<file path="config.mk">
export PLATFORM = sky130hd
export DESIGN_NAME = rtc_seconds
export DESIGN_NICKNAME = d
export VERILOG_FILES = /design/src/rtl/rtc_pkg.sv /design/src/rtl/rtc_commit.sv /design/src/rtl/rtc_prescaler.sv /design/src/rtl/rtc_counter.sv /design/src/rtl/rtc_flag.sv /design/src/rtl/rtc_seconds.sv
export SDC_FILE = /design/constraint.sdc
export NUM_CORES = 1
export LEC_CHECK = 0
export ABC_CLOCK_PERIOD_IN_PS = 4300
export BUFFER_PORTS_ARGS = -buffer_cell sky130_fd_sc_hd__buf_4
export CAP_MARGIN = 10
export CORE_MARGIN = 5
export CORE_UTILIZATION = 59
export CTS_CLUSTER_SIZE = 24
export DETAILED_ROUTE_END_ITERATION = 8
export PLACE_DENSITY = 0.75
export SYNTH_ARGS = -nofsm -noshare
export SYNTH_HDL_FRONTEND = slang
export SYNTH_HIERARCHICAL = 1
export SYNTH_SLANG_ARGS = --single-unit
</file>
<file path="constraint.sdc">
create_clock -name clk -period 4.3 [get_ports clk]
set_clock_uncertainty 0.05 [all_clocks]
set_input_delay 0.215 -clock clk [delete_from_list [all_inputs] [get_ports clk]]
set_output_delay 0.215 -clock clk [all_outputs]
set_load 0.03 [all_outputs]
</file>
<file path="src/rtl/rtc_pkg.sv">
package rtc_pkg;
   localparam int ADDR_W = 3;
   // register addresses
   localparam logic [ADDR_W-1:0] RA_CTRL   = 3'd0;
   localparam logic [ADDR_W-1:0] RA_IEN    = 3'd1;
   localparam logic [ADDR_W-1:0] RA_RLD_HI = 3'd2;
   localparam logic [ADDR_W-1:0] RA_RLD_LO = 3'd3;
   localparam logic [ADDR_W-1:0] RA_CNT_HI = 3'd4;
   localparam logic [ADDR_W-1:0] RA_CNT_LO = 3'd5;
   localparam logic [ADDR_W-1:0] RA_ALM_HI = 3'd6;
   localparam logic [ADDR_W-1:0] RA_ALM_LO = 3'd7;
   // control register bits
   localparam int CB_CFG   = 0;
   localparam int CB_IDLE  = 1;
   localparam int CB_SYNC  = 2;
   localparam int CB_FLAG0 = 3;
   // flags
   localparam int NFLAG  = 2;
   localparam int FL_SEC = 0;
   localparam int FL_ALM = 1;
   // staged halves, index = address - RA_RLD_HI
   localparam int NSTAGE    = 6;
   localparam int SI_RLD_HI = 0;
   localparam int SI_RLD_LO = 1;
   localparam int SI_CNT_HI = 2;
   localparam int SI_CNT_LO = 3;
   localparam int SI_ALM_HI = 4;
   localparam int SI_ALM_LO = 5;
endpackage

</file>
<file path="src/rtl/rtc_commit.sv">
module rtc_commit
   import rtc_pkg::*;
#(
   parameter int BUS_W      = 16,
   parameter int COMMIT_CYC = 3
) (
   input  logic                         clk,
   input  logic                         rst_n,
   input  logic                         wr_en_i,
   input  logic [ADDR_W-1:0]            wr_addr_i,
   input  logic [BUS_W-1:0]             wr_data_i,
   output logic                         cfg_o,
   output logic                         idle_o,
   output logic                         commit_o,
   output logic [NSTAGE-1:0]            pend_o,
   output logic [NSTAGE-1:0][BUS_W-1:0] stage_o
);
   localparam int CW = $clog2(COMMIT_CYC + 1);

   logic                         cfg_q;
   logic [CW-1:0]                busy_q;
   logic [NSTAGE-1:0]            pend_q;
   logic [NSTAGE-1:0][BUS_W-1:0] stage_q;
   logic                         ctrl_wr;
   logic                         leave;

   assign ctrl_wr = wr_en_i && (wr_addr_i == RA_CTRL);
   assign leave   = ctrl_wr && !wr_data_i[CB_CFG] && cfg_q;

   always_ff @(posedge clk or negedge rst_n) begin
      if (!rst_n) begin
         cfg_q <= 1'b0;
      end else if (ctrl_wr) begin
         if (!wr_data_i[CB_CFG]) cfg_q <= 1'b0;
         else if (busy_q == '0) cfg_q <= 1'b1;
      end
   end

   always_ff @(posedge clk or negedge rst_n) begin
      if (!rst_n) begin
         busy_q <= '0;
      end else if (leave) begin
         busy_q <= CW'(COMMIT_CYC);
      end else if (busy_q != '0) begin
         busy_q <= busy_q - 1'b1;
      end
   end

   always_ff @(posedge clk or negedge rst_n) begin
      if (!rst_n) begin
         stage_q <= '0;
         pend_q  <= '0;
      end else if (commit_o) begin
         pend_q <= '0;
      end else if (wr_en_i && cfg_q) begin
         for (int i = 0; i < NSTAGE; i++) begin
            if (wr_addr_i == RA_RLD_HI + ADDR_W'(i)) begin
               stage_q[i] <= wr_data_i;
               pend_q[i]  <= 1'b1;
            end
         end
      end
   end

   assign cfg_o    = cfg_q;
   assign idle_o   = (busy_q == '0);
   assign commit_o = (busy_q == CW'(1));
   assign pend_o   = pend_q;
   assign stage_o  = stage_q;


   commit_busy_chk: assert property (@(posedge clk) disable iff (!rst_n)
      $fell(cfg_q) |-> !idle_o);

   commit_done_chk: assert property (@(posedge clk) disable iff (!rst_n)
      commit_o |=> idle_o);

   cfg_lock_chk: assert property (@(posedge clk) disable iff (!rst_n)
      (ctrl_wr && wr_data_i[CB_CFG] && !idle_o) |=> !cfg_q);
endmodule

</file>
<file path="src/rtl/rtc_prescaler.sv">
module rtc_prescaler #(
   parameter int                 PRESC_W      = 20,
   parameter logic [PRESC_W-1:0] RESET_RELOAD = PRESC_W'(32767)
) (
   input  logic               clk,
   input  logic               rst_n,
   input  logic               ref_tick_i,
   input  logic               load_i,
   input  logic [PRESC_W-1:0] load_val_i,
   output logic [PRESC_W-1:0] reload_o,
   output logic               tick_o
);
   logic [PRESC_W-1:0] rld_q;
   logic [PRESC_W-1:0] cnt_q;

   always_ff @(posedge clk or negedge rst_n) begin
      if (!rst_n) begin
         rld_q <= RESET_RELOAD;
         cnt_q <= RESET_RELOAD;
      end else if (load_i) begin
         rld_q <= load_val_i;
         cnt_q <= load_val_i;
      end else if (ref_tick_i) begin
         cnt_q <= (cnt_q == '0) ? rld_q : cnt_q - 1'b1;
      end
   end

   assign tick_o   = ref_tick_i && !load_i && (cnt_q == '0);
   assign reload_o = rld_q;


   reload_restart_chk: assert property (@(posedge clk) disable iff (!rst_n)
      load_i |=> (cnt_q == $past(load_val_i)) && (rld_q == $past(load_val_i)));

   presc_step_chk: assert property (@(posedge clk) disable iff (!rst_n)
      (ref_tick_i && !load_i && cnt_q != '0) |=> cnt_q == PRESC_W'($past(cnt_q) - 1'b1));
endmodule

</file>
<file path="src/rtl/rtc_counter.sv">
module rtc_counter #(
   parameter int CNT_W = 32,
   parameter int BUS_W = 16
) (
   input  logic             clk,
   input  logic             rst_n,
   input  logic             tick_i,
   input  logic             commit_i,
   input  logic [1:0]       cnt_pend_i,
   input  logic [1:0]       alm_pend_i,
   input  logic [BUS_W-1:0] cnt_hi_i,
   input  logic [BUS_W-1:0] cnt_lo_i,
   input  logic [BUS_W-1:0] alm_hi_i,
   input  logic [BUS_W-1:0] alm_lo_i,
   output logic [CNT_W-1:0] count_o,
   output logic [CNT_W-1:0] alarm_o,
   output logic             hit_o
);
   logic [CNT_W-1:0] cnt_q, cnt_d;
   logic [CNT_W-1:0] alm_q, alm_d;

   function automatic logic [CNT_W-1:0] merge_halves(
      input logic [CNT_W-1:0] cur,
      input logic [1:0]       pend,
      input logic [BUS_W-1:0] hi,
      input logic [BUS_W-1:0] lo);
      logic [CNT_W-1:0] r;
      r = cur;
      if (pend[0]) r[BUS_W-1:0]     = lo;
      if (pend[1]) r[CNT_W-1:BUS_W] = hi;
      return r;
   endfunction

   always_comb begin
      cnt_d = cnt_q;
      alm_d = alm_q;
      if (commit_i && cnt_pend_i != 2'b00)
         cnt_d = merge_halves(cnt_q, cnt_pend_i, cnt_hi_i, cnt_lo_i);
      else if (tick_i)
         cnt_d = cnt_q + 1'b1;
      if (commit_i)
         alm_d = merge_halves(alm_q, alm_pend_i, alm_hi_i, alm_lo_i);
   end

   always_ff @(posedge clk or negedge rst_n) begin
      if (!rst_n) begin
         cnt_q <= '0;
         alm_q <= '1;
      end else begin
         cnt_q <= cnt_d;
         alm_q <= alm_d;
      end
   end

   assign count_o = cnt_q;
   assign alarm_o = alm_q;
   assign hit_o   = tick_i && (cnt_q == alm_q);


   cnt_step_chk: assert property (@(posedge clk) disable iff (!rst_n)
      (tick_i && !commit_i) |=> count_o == CNT_W'($past(count_o) + 1'b1));

   cnt_hold_chk: assert property (@(posedge clk) disable iff (!rst_n)
      (!tick_i && !commit_i) |=> $stable(count_o));

   half_keep_chk: assert property (@(posedge clk) disable iff (!rst_n)
      (commit_i && cnt_pend_i == 2'b01) |=> count_o[CNT_W-1:BUS_W] == $past(count_o[CNT_W-1:BUS_W]));
endmodule

</file>
<file path="src/rtl/rtc_flag.sv">
module rtc_flag (
   input  logic clk,
   input  logic rst_n,
   input  logic set_i,
   input  logic clr_wr_i,
   input  logic wr_bit_i,
   input  logic ien_i,
   output logic flag_o,
   output logic irq_o
);
   logic q;

   always_ff @(posedge clk or negedge rst_n) begin
      if (!rst_n)                     q <= 1'b0;
      else if (set_i)                 q <= 1'b1;
      else if (clr_wr_i && !wr_bit_i) q <= 1'b0;
   end

   assign flag_o = q;
   assign irq_o  = q & ien_i;


   w1_keep_chk: assert property (@(posedge clk) disable iff (!rst_n)
      (clr_wr_i && wr_bit_i && !set_i) |=> flag_o == $past(flag_o));

   flag_set_chk: assert property (@(posedge clk) disable iff (!rst_n)
      set_i |=> flag_o);
endmodule

</file>
<file path="src/rtl/rtc_seconds.sv">
module rtc_seconds
   import rtc_pkg::*;
#(
   parameter int          BUS_W        = 16,
   parameter int          CNT_W        = 32,
   parameter int          PRESC_W      = 20,
   parameter int          COMMIT_CYC   = 3,
   parameter logic [31:0] RESET_RELOAD = 32'd32767
) (
   input  logic              clk,
   input  logic              sys_rst_n,
   input  logic              bkp_rst_n,
   input  logic              ref_tick,
   input  logic              bus_sel,
   input  logic              bus_wr,
   input  logic [ADDR_W-1:0] bus_addr,
   input  logic [BUS_W-1:0]  bus_wdata,
   output logic [BUS_W-1:0]  bus_rdata,
   output logic              irq_sec,
   output logic              irq_alarm
);
   localparam int RH_W = PRESC_W - BUS_W;

   if (CNT_W != 2 * BUS_W) begin : g_bad_cnt_w
      $error("CNT_W must be twice BUS_W");
   end
   if (PRESC_W <= BUS_W || PRESC_W > 2 * BUS_W) begin : g_bad_presc_w
      $error("PRESC_W must lie above BUS_W and at most 2*BUS_W");
   end
   if (COMMIT_CYC < 1) begin : g_bad_commit
      $error("COMMIT_CYC must be at least 1");
   end
   if ((64'(RESET_RELOAD) >> PRESC_W) != 64'd0) begin : g_bad_reload
      $error("RESET_RELOAD does not fit in PRESC_W bits");
   end

   logic                         wr_en, ctrl_wr;
   logic                         cfg, idle, commit;
   logic [NSTAGE-1:0]            pend;
   logic [NSTAGE-1:0][BUS_W-1:0] stage;
   logic [PRESC_W-1:0]           reload, rld_new;
   logic                         rld_load, tick, alarm_hit;
   logic [CNT_W-1:0]             count, alarm;
   logic [NFLAG-1:0]             ien_q, flag_set, flag_q, flag_irq;
   logic                         synced_q;
   logic                         unused_rld_hi;

   assign wr_en   = bus_sel && bus_wr;
   assign ctrl_wr = wr_en && (bus_addr == RA_CTRL);

   rtc_commit #(.BUS_W(BUS_W), .COMMIT_CYC(COMMIT_CYC)) u_commit (
      .clk       (clk),
      .rst_n     (sys_rst_n),
      .wr_en_i   (wr_en),
      .wr_addr_i (bus_addr),
      .wr_data_i (bus_wdata),
      .cfg_o     (cfg),
      .idle_o    (idle),
      .commit_o  (commit),
      .pend_o    (pend),
      .stage_o   (stage)
   );

   assign rld_load = commit && (pend[SI_RLD_HI] || pend[SI_RLD_LO]);
   assign rld_new  = {pend[SI_RLD_HI] ? stage[SI_RLD_HI][RH_W-1:0] : reload[PRESC_W-1:BUS_W],
                      pend[SI_RLD_LO] ? stage[SI_RLD_LO]            : reload[BUS_W-1:0]};
   assign unused_rld_hi = ^stage[SI_RLD_HI][BUS_W-1:RH_W];

   rtc_prescaler #(.PRESC_W(PRESC_W), .RESET_RELOAD(RESET_RELOAD[PRESC_W-1:0])) u_presc (
      .clk        (clk),
      .rst_n      (bkp_rst_n),
      .ref_tick_i (ref_tick),
      .load_i     (rld_load),
      .load_val_i (rld_new),
      .reload_o   (reload),
      .tick_o     (tick)
   );

   rtc_counter #(.CNT_W(CNT_W), .BUS_W(BUS_W)) u_cnt (
      .clk        (clk),
      .rst_n      (bkp_rst_n),
      .tick_i     (tick),
      .commit_i   (commit),
      .cnt_pend_i ({pend[SI_CNT_HI], pend[SI_CNT_LO]}),
      .alm_pend_i ({pend[SI_ALM_HI], pend[SI_ALM_LO]}),
      .cnt_hi_i   (stage[SI_CNT_HI]),
      .cnt_lo_i   (stage[SI_CNT_LO]),
      .alm_hi_i   (stage[SI_ALM_HI]),
      .alm_lo_i   (stage[SI_ALM_LO]),
      .count_o    (count),
      .alarm_o    (alarm),
      .hit_o      (alarm_hit)
   );

   always_ff @(posedge clk or negedge sys_rst_n) begin
      if (!sys_rst_n)                               ien_q <= '0;
      else if (wr_en && bus_addr == RA_IEN)         ien_q <= bus_wdata[NFLAG-1:0];
   end

   always_ff @(posedge clk or negedge sys_rst_n) begin
      if (!sys_rst_n)                               synced_q <= 1'b0;
      else if (ref_tick)                            synced_q <= 1'b1;
      else if (ctrl_wr && !bus_wdata[CB_SYNC])      synced_q <= 1'b0;
   end

   assign flag_set[FL_SEC] = tick;
   assign flag_set[FL_ALM] = alarm_hit;

   for (genvar f = 0; f < NFLAG; f++) begin : g_flag
      rtc_flag u_flag (
         .clk      (clk),
         .rst_n    (sys_rst_n),
         .set_i    (flag_set[f]),
         .clr_wr_i (ctrl_wr),
         .wr_bit_i (bus_wdata[CB_FLAG0+f]),
         .ien_i    (ien_q[f]),
         .flag_o   (flag_q[f]),
         .irq_o    (flag_irq[f])
      );
   end

   assign irq_sec   = flag_irq[FL_SEC];
   assign irq_alarm = flag_irq[FL_ALM];

   always_comb begin
      bus_rdata = '0;
      case (bus_addr)
         RA_CTRL: begin
            bus_rdata[CB_CFG]  = cfg;
            bus_rdata[CB_IDLE] = idle;
            bus_rdata[CB_SYNC] = synced_q;
            bus_rdata[CB_FLAG0+NFLAG-1:CB_FLAG0] = flag_q;
         end
         RA_IEN:    bus_rdata[NFLAG-1:0] = ien_q;
         RA_RLD_HI: bus_rdata[RH_W-1:0]  = reload[PRESC_W-1:BUS_W];
         RA_RLD_LO: bus_rdata = reload[BUS_W-1:0];
         RA_CNT_HI: bus_rdata = count[CNT_W-1:BUS_W];
         RA_CNT_LO: bus_rdata = count[BUS_W-1:0];
         RA_ALM_HI: bus_rdata = alarm[CNT_W-1:BUS_W];
         RA_ALM_LO: bus_rdata = alarm[BUS_W-1:0];
         default:   bus_rdata = '0;
      endcase
   end


   sync_set_chk: assert property (@(posedge clk) disable iff (!sys_rst_n)
      ref_tick |=> synced_q);

   alarm_hit_chk: assert property (@(posedge clk) disable iff (!sys_rst_n || !bkp_rst_n)
      (tick && count == alarm) |=> flag_q[FL_ALM]);
endmodule

</file>
# After elaboration in Yosys (flattened, before gate mapping)
# Cells that the tools add are included.
[op_classes]
add_sub_neg = 3
bitwise = 3
n_reduce_logical = 55
n_eq_ne = 12
muxes = 31
[ops]
columns = ["cell", "count"]
rows = [
  ["32-bit two-way mux", 2],
  ["20-bit two-way mux", 3],
  ["11-bit case mux with 5 select lines", 1],
  ["16-bit two-way mux", 3],
  ["32-bit by 1-bit adder with 32-bit output (second input constant)", 1],
  ["32-bit equality test", 1],
  ["2-bit nonzero test", 15],
  ["2-bit AND reduction", 11],
  ["20-bit logical NOT", 1],
  ["20-bit by 1-bit subtractor with 20-bit output (second input constant)", 1],
  ["3-bit AND reduction", 6],
  ["2-bit case mux with 8 select lines", 1],
  ["1-bit logical AND", 14],
  ["1-bit two-way mux", 14],
  ["2-bit case mux with 7 select lines", 1],
  ["3-bit equality test (second input constant)", 4],
  ["6-bit two-way mux", 2],
  ["3-bit by 2-bit equality test with 1-bit output (second input constant)", 2],
  ["1-bit case mux with 6 select lines", 1],
  ["1-bit logical NOT", 5],
  ["2-bit two-way mux", 2],
  ["4-bit two-way mux", 1],
  ["2-bit != test (second input constant)", 2],
  ["3-bit by 1-bit equality test with 1-bit output (second input constant)", 1],
  ["8 further kinds", 9],
]
[totals]
in_bits = 25
out_inout_bits = 18
reg_bits = 202

# Depth between registers and ports, before layout
# Gate-level depths: netlist of the first run.
[logic_depth]
word_depth = 7
ltp_mapped = 15
depth_no_buf = 11

# Cells and area by module
# Netlist of the first run, hierarchy kept.
[by_module_without_submodules]
columns = ["mod", "area_per_inst_um2", "cells_each", "seq_area_each_um2", "instances"]
rows = [
  ["rtc_commit", 4088.9, 241, 2627.5, 1],
  ["rtc_counter", 3792.4, 369, 1641.6, 1],
  ["rtc_prescaler", 2242.2, 216, 1038.5, 1],
  ["rtc_seconds", 1148.6, 120, 75.1, 1],
  ["rtc_flag", 45.0, 4, 25.0, 2],
]

# Worst setup path before layout of the first run
# Ideal clock, no wire load.
[synth_timing]
path_type = "reg-to-reg"
start = "register u_presc.cnt_q[0]"
end = "register u_cnt.cnt_q[12] (netlist: u_cnt/count_o[12])"
path_slack_ns = 0.842
path_buffers = 4
arrival_ns = 3.272
path_stages_with_launch = 16
cell_sequence = "dfstp_2 > inv_1 > ha_1 > or4b_4 > or4_4 > or3_1 > buf_6 > buf_8 > nor2_1 > clkbuf_8 > inv_1 > o21ai_0 > buf_2 > o21ai_0 > nand2_1 > o21ai_0"
[synth_via]
elab_chain_len = 4
[synth_rtl]
columns = ["item", "line_no", "text"]
rows = [
  ["start, declared", "rtc_prescaler.sv:14", "logic [PRESC_W-1:0] cnt_q;"],
  ["start signal, assigned", "rtc_prescaler.sv:22", "cnt_q <= load_val_i;"],
  ["start signal, assigned", "rtc_prescaler.sv:24", "cnt_q <= (cnt_q == '0) ? rld_q : cnt_q - 1'b1;"],
  ["20-bit logical NOT", "rtc_prescaler.sv:28", "assign tick_o = ref_tick_i && !load_i && (cnt_q == '0);"],
  ["1-bit logical AND", "rtc_prescaler.sv:28", ""],
  ["net tick", "rtc_seconds.sv:42", "logic rld_load, tick, alarm_hit;"],
  ["2-bit nonzero test (no line)", "n/a", ""],
  ["2-bit AND reduction (no line)", "n/a", ""],
  ["end signal, assigned", "rtc_counter.sv:50", "cnt_q <= cnt_d;"],
  ["end, declared", "rtc_counter.sv:19", "logic [CNT_W-1:0] cnt_q, cnt_d;"],
]
# The timed path passes the listed nets, and every way through them passes these cells.
# A chain may end at the register's enable or synchronous reset.

# Worst setup path in the final report of the first run
[layout_timing]
start = "register u_presc.cnt_q[0]"
end = "register u_cnt.cnt_q[19] (netlist: u_cnt/count_o[19])"
# Same word-level chain as after synthesis.

==> run metrics, run 1 <==
status complete, but fails checks; failing checks hold timing; post-CTS setup buffer count 0; final wirelength 28,100 um; CTS max path bufs 3; filler cell count 1,376; Rows 49; HP Start bus_wdata[2]; Final WS setup 614 ps; core area around 0.018 mm^2; total negative setup slack 0 ps; CP Launch Type flop; initial antenna violation count 0; cts repair resizes 0; max-cap violations 0; max incr delay on CP 570 ps; Die Ht around 150 um; CP Buf/Inv Count 3; Syn Area/Cell about 12 um^2; final setup violating endpoints 0; GR Overflow Total 0; maximum VDD drop 0.372 mV; FF-to-FF path depth 11; Peak Freq 0.271 GHz; die area 0.0213 mm^2; pwr/cell area 526 mW/mm^2; reg-to-reg setup timing slack 610 ps; CP Class reg2reg; Crit. End Element flop; Post-Route Utilization 66.7%; share of cells above drive strength 1 34.0%; WHS -1.37 ps; number of nets in the layout 1,000; Pre-Repair DR Iteration Count 5; Worst Max-Slew Pin Slew 1180 ps; net count after synthesis 960; Crit path top cell by count buf_4; Tmin final 3690 ps; Final Max Tran Viols 0; vias after detailed routing 7,851; leakage about 5.5 nW; initial core utilization 60.2%; relative slew slack 20.8%; clk_lat worst skew roughly 510 ps; antenna cell count 0; WHS Endpoint u_commit/stage_o[2]; Area Overhead vs Synth 10.8%; pin count of the biggest net entering global routing 66; reg2reg start u_presc/cnt_q[0]; GPL Wtd Cong ~0.97; Die X-Extent 146 um; Routed WL per cell 23.1 um; drt drc 0; vias in the first global route 7,711; vias per cell 6.46; RSZ-0062 raised after global routing no; Sink Count 202; I/O Buffers 42; clock buffers created by TritonCTS 22; family with the most delay on the worst path simple AND/OR/NAND/NOR gates; Worst EP arrival roughly 4100 ps; part of the cycle the worst path needs 85.7%; Gate Count Post-Synth 930; initial DRC count 814; Cell Chain, Critical Path inv_1, ha_1, or4b_4, or4_4, or3_1, buf_4, nor2_1, buf_4, a21oi_1, or4_1, nand3_1; Critical-path top delay cell or4_1; Mapped Area roughly 0.011 mm^2; gr usage total 26.3%; I/O pin total 43; worst hold stages 2; Hold Crit Class in2reg; Req. time, crit path roughly 4700 ps; Post-CTS Hold Buffers 18; reg2reg end u_cnt/count_o[19]; DP Wirelength 19,200 um; first-pass GRT wire length 44,800 um; CTS tree yes; dpl ws 672 ps; H-tree Lvls 1; Hold Fails Final Rpt 1; crit path max fanout 18; Root Driver clkbuf_16; synth warn 6; Antenna Nets Post-Route 0; Clk pin slew, worst setup/hold paths 60 ps
per-layer routing:
metal / vias to the layer above / GRT usage [%] / wire length (um)
li1: 3536 / - / -
met1: 3985 / 39.3 / 12600
met2: 282 / 40.3 / 12800
met3: 48 / 4.52 / 2010
met4: 0 / 6.22 / 657
met5: - / 0 / 0
power breakdown:
| group | leakage [nW] | switching [W] | internal [W] | total, W |
|---|---|---|---|---|
| sequential | 2.48 | 0.000496 | 0.00240 | 0.00290 |
| combinational | 2.64 | 0.000850 | 0.000786 | 0.00164 |
| clock | 0.335 | 0.000748 | 0.00107 | 0.00182 |
| total | 5.46 | 0.00209 | 0.00426 | 0.00636 |
state kept, by name (all words and copies together), names as in the netlist:
signal,count
g_flag.u_flag/flag_o,2
ien_q,2
synced_q,1
u_cnt/alarm_o,32
u_cnt/count_o,32
u_commit/busy_q,2
u_commit/cfg_o,1
u_commit/pend_o,6
u_commit/stage_o,84
u_presc/cnt_q,20
u_presc/reload_o,20
cell type report:
cell class              count  area, um^2  share of cell area, %
clock buffers              38         682                   5.65
clock inverters             2        12.5                  0.104
inverters                  18        67.6                  0.560
multi-input cells         651        5280                   43.8
flip-flops and latches    202        5130                   42.5
well taps                 229         287                   2.37
repair buffers             75         608                   5.04
layout by cell type, fill, tap and decap left out, types with 21 or more instances in the layout:
master and count:
mux2i_1 38, buf_4 57, nor2_1 39, mux2_2 145, xnor2_1 36, nand2_1 54
o21ai_0 33, dfrtp_1 140, clkbuf_16 23, o22ai_1 22, nand4_1 21, dfstp_2 62
a21oi_1 33
worst reg2reg max path: stages, from the launching register on:
cell	delay (ps)
dfstp_2	380
inv_1	120
ha_1	180
or4b_4	480
or4_4	510
or3_1	380
buf_4	230
nor2_1	130
buf_4	190
a21oi_1	320
or4_1	570
nand3_1	90
per-stage QoR:
| stage | cells | area (um^2) | hold slack, ps | total power (W) |
|---|---|---|---|---|
| 3_3_place_gp | 1157 | 11200 | 262 | 0.00445 |
| 2_1_floorplan | 930 | 10900 | -131 | 0.00401 |
| 3_5_place_dp | 1157 | 11200 | 269 | 0.00451 |
| 5_1_grt | 1215 | 12100 | 9.78 | 0.00670 |
| 4_1_cts | 1215 | 12100 | 0.699 | 0.00637 |
| 6_report | 1215 | 12100 | -1.37 | 0.00636 |
how the worst max path moves through the flow:
stage | endpoint | depth (start not counted) | slack [ps] | startpoint
after floorplan | u_cnt/count_o[12] | 15 | 840 | u_presc/cnt_q[0]
after global placement | u_cnt/count_o[26] | 12 | 720 | u_presc/cnt_q[0]
after detailed placement | u_cnt/count_o[19] | 11 | 670 | u_presc/cnt_q[0]
after CTS | u_cnt/count_o[19] | 11 | 640 | u_presc/cnt_q[0]
after global routing | u_cnt/count_o[26] | 12 | 430 | u_presc/cnt_q[0]
final | u_cnt/count_o[19] | 11 | 610 | u_presc/cnt_q[0]
(Power assumes the default switching activity.)
==> run 2: changes to the inputs <==
- ABC_AREA: not set -> 1
- PLACE_DENSITY: 0.75 -> 0.74
==> run 2 against run 1 <==
  * The flow now finishes without violations
  * Clock-buffer cell count decreased by 7
  * Sequential share of layout area decreased by 3.0 points
  * Synthesized cell count up 73%
  * Setup slack improved by 610 ps
  * Via count is 41% higher
  * Hold slack gained 83 ps
  * Clock power rose by 3%
  * Core utilization shrank 0.15 points
==> run metrics, run 2 <==
status completed; Final Max Tran Viols 0 (unchanged); CP Launch Type flop; commonest non-fill, non-tap cell in the layout nand2_1; initial core utilization 60.2% (about the same); reg-to-reg setup timing slack 1220 ps (+610 ps); Area Overhead vs Synth 10.6%; Worst EP arrival 3450 ps (-620 ps); die area 0.0229 mm^2 (+7.4%); FF-to-FF path depth 9 (-2); Crit. End Element flop; Clk pin slew, worst setup/hold paths 60 ps (about the same); maximum VDD drop 0.422 mV (+13%); post-CTS setup buffer count 0 (unchanged); initial DRC count 1,505 (+85%); WHS 81.2 ps (+82.5 ps); leakage 6.58 nW (+21%); Syn Area/Cell 7.31 um^2 (-38%); Rows 51 (+4.1%); clk_lat worst skew 520 ps (about the same); Mapped Area 0.0118 mm^2 (+7.9%); Die Ht 151 um (+3.6%); core area 0.0195 mm^2 (+8.0%); max-cap violations 0 (unchanged); Peak Freq 0.325 GHz (+20%); Gate Count Post-Synth 1,608 (+73%); pin count of the biggest net entering global routing 77 (+17%); pwr/cell area 435 mW/mm^2 (-17%); final wirelength 36,800 um (+31%); initial antenna violation count 0 (unchanged); reg2reg end u_cnt/count_o[5]; crit path max fanout 31 (+13); end of the critical path u_cnt/count_o[5]; vias after detailed routing 11,100 (+41%); number of flip-flops in the largest register 84 (unchanged); share of cells above drive strength 1 14.0% (-20 points); reg2reg start u_commit/pend_o[1]; vias per cell 5.76 (-11%); I/O pin total 43 (unchanged); synth warn 6 (unchanged); CTS max path bufs 3 (unchanged); part of the cycle the worst path needs 71.6% (-14 points); Req. time, crit path 4670 ps (about the same); Hold Fails Final Rpt 0 (-1); H-tree Lvls 1 (unchanged); Routed WL per cell 19.2 um (-17%); Sink Count 202 (unchanged); gr usage total 32.9% (+6.6 points); RSZ-0062 raised after global routing no; Pre-Repair DR Iteration Count 6 (+1); Post-CTS Hold Buffers 19 (+1); net count after synthesis 1,638 (+71%); final setup violating endpoints 0 (unchanged); cts repair resizes 0 (unchanged); Worst Max-Slew Pin Slew 992 ps (-187 ps); Antenna Nets Post-Route 0 (unchanged); Setup crit start u_commit/pend_o[1]; GR Overflow Total 0 (unchanged); Hold Crit Class in2reg; clock buffers created by TritonCTS 22 (unchanged); relative slew slack 33.9% (+13 points); Die X-Extent 151 um (+3.6%); most frequent cells in the layout nand2_1 (598), nor2_1 (172), nand3_1 (158); number of nets in the layout 1,670 (+67%); Post-Route Utilization 66.6% (-0.15 points); I/O Buffers 42 (unchanged); vias in the first global route 9,894 (+28%); CTS tree yes; post-placement cell area 0.0121 mm^2 (+8.0%); drt drc 0 (unchanged); antenna cell count 0 (unchanged); GPL Wtd Cong 0.992 (+2.7%); CP Class reg2reg; first-pass GRT wire length 57,300 um (+28%); Tmin final 3080 ps (-608 ps); DP Wirelength 26,700 um (+39%); total negative setup slack 0 ps (unchanged); fin area 0.0130 mm^2 (+7.7%); Root Driver clkbuf_16
## run 2: changes by cell type in the layout (fill, tap and decap cells not counted), moves of 12 or more
cell | before | now
a21o_1 | 18 | 0
nand3_1 | 17 | 158
inv_1 | 18 | 124
nor2_4 | 0 | 18
mux2_2 | 145 | 25
a21boi_0 | 1 | 19
o22ai_1 | 22 | 5
nand2_1 | 54 | 598
a22oi_1 | 17 | 1
xnor2_1 | 36 | 4
nor4_1 | 12 | 0
mux2i_1 | 38 | 0
o21ai_0 | 33 | 54
nor2_1 | 39 | 172
## run 2: critical path: stages, from the launching register on
cell,delay (ps)
dfrtp_1,660
o21a_1,300
buf_4,220
inv_2,230
nand2_1,240
nor2_4,400
a21oi_2,190
inv_2,340
o21ai_0,160
a22oi_1,190
## run 2: cell type report
type / instances / area [um^2]
multi-input combinational: 1211 / 5750
inverter: 134 / 503
sequential: 202 / 5130
timing repair buffer: 69 / 566
fill: 1713 / 6520
tap: 265 / 332
clock inverter: 9 / 83.8
clock buffer: 31 / 634
## run 2: per-layer routing
layer  GRT usage [%]  wire (um)  vias up
li1                -          -     5184
met1            51.4      16500     5268
met2            47.7      15900      545
met3            5.06       3360       68
met4            9.25       1120        0
met5               0          0        -
## run 2: stage by stage
step,cells,worst slack [ps],power (W)
global route,1921,1020,0.00594
CTS,1920,1280,0.00564
global placement,1861,1410,0.00372
detailed placement,1861,1290,0.00376
floorplan,1608,2070,0.00333
finish,1921,1220,0.00566
## run 2: how the worst min path moves through the flow
stage	cells after the start	startpoint	slack (ps)	endpoint
2_1_floorplan	0	sys_rst_n	-130	g_flag[0].u_flag/flag_o
3_3_place_gp	1	sys_rst_n	370	u_commit/stage_o[74]
3_5_place_dp	1	sys_rst_n	360	u_commit/stage_o[74]
4_1_cts	4	bus_wr	70	synced_q
5_1_grt	4	bus_wr	110	synced_q
6_report	4	bus_wr	80	synced_q
## run 2: report_power, final
| part | internal, W | leakage, nW | switching [W] | total, W |
|---|---|---|---|---|
| registers | 0.00224 | 2.55 | 0.000317 | 0.00255 |
| clock network | 0.00109 | 0.356 | 0.000785 | 0.00188 |
| logic | 0.000423 | 3.67 | 0.000805 | 0.00123 |
| total | 0.00375 | 6.58 | 0.00191 | 0.00566 |
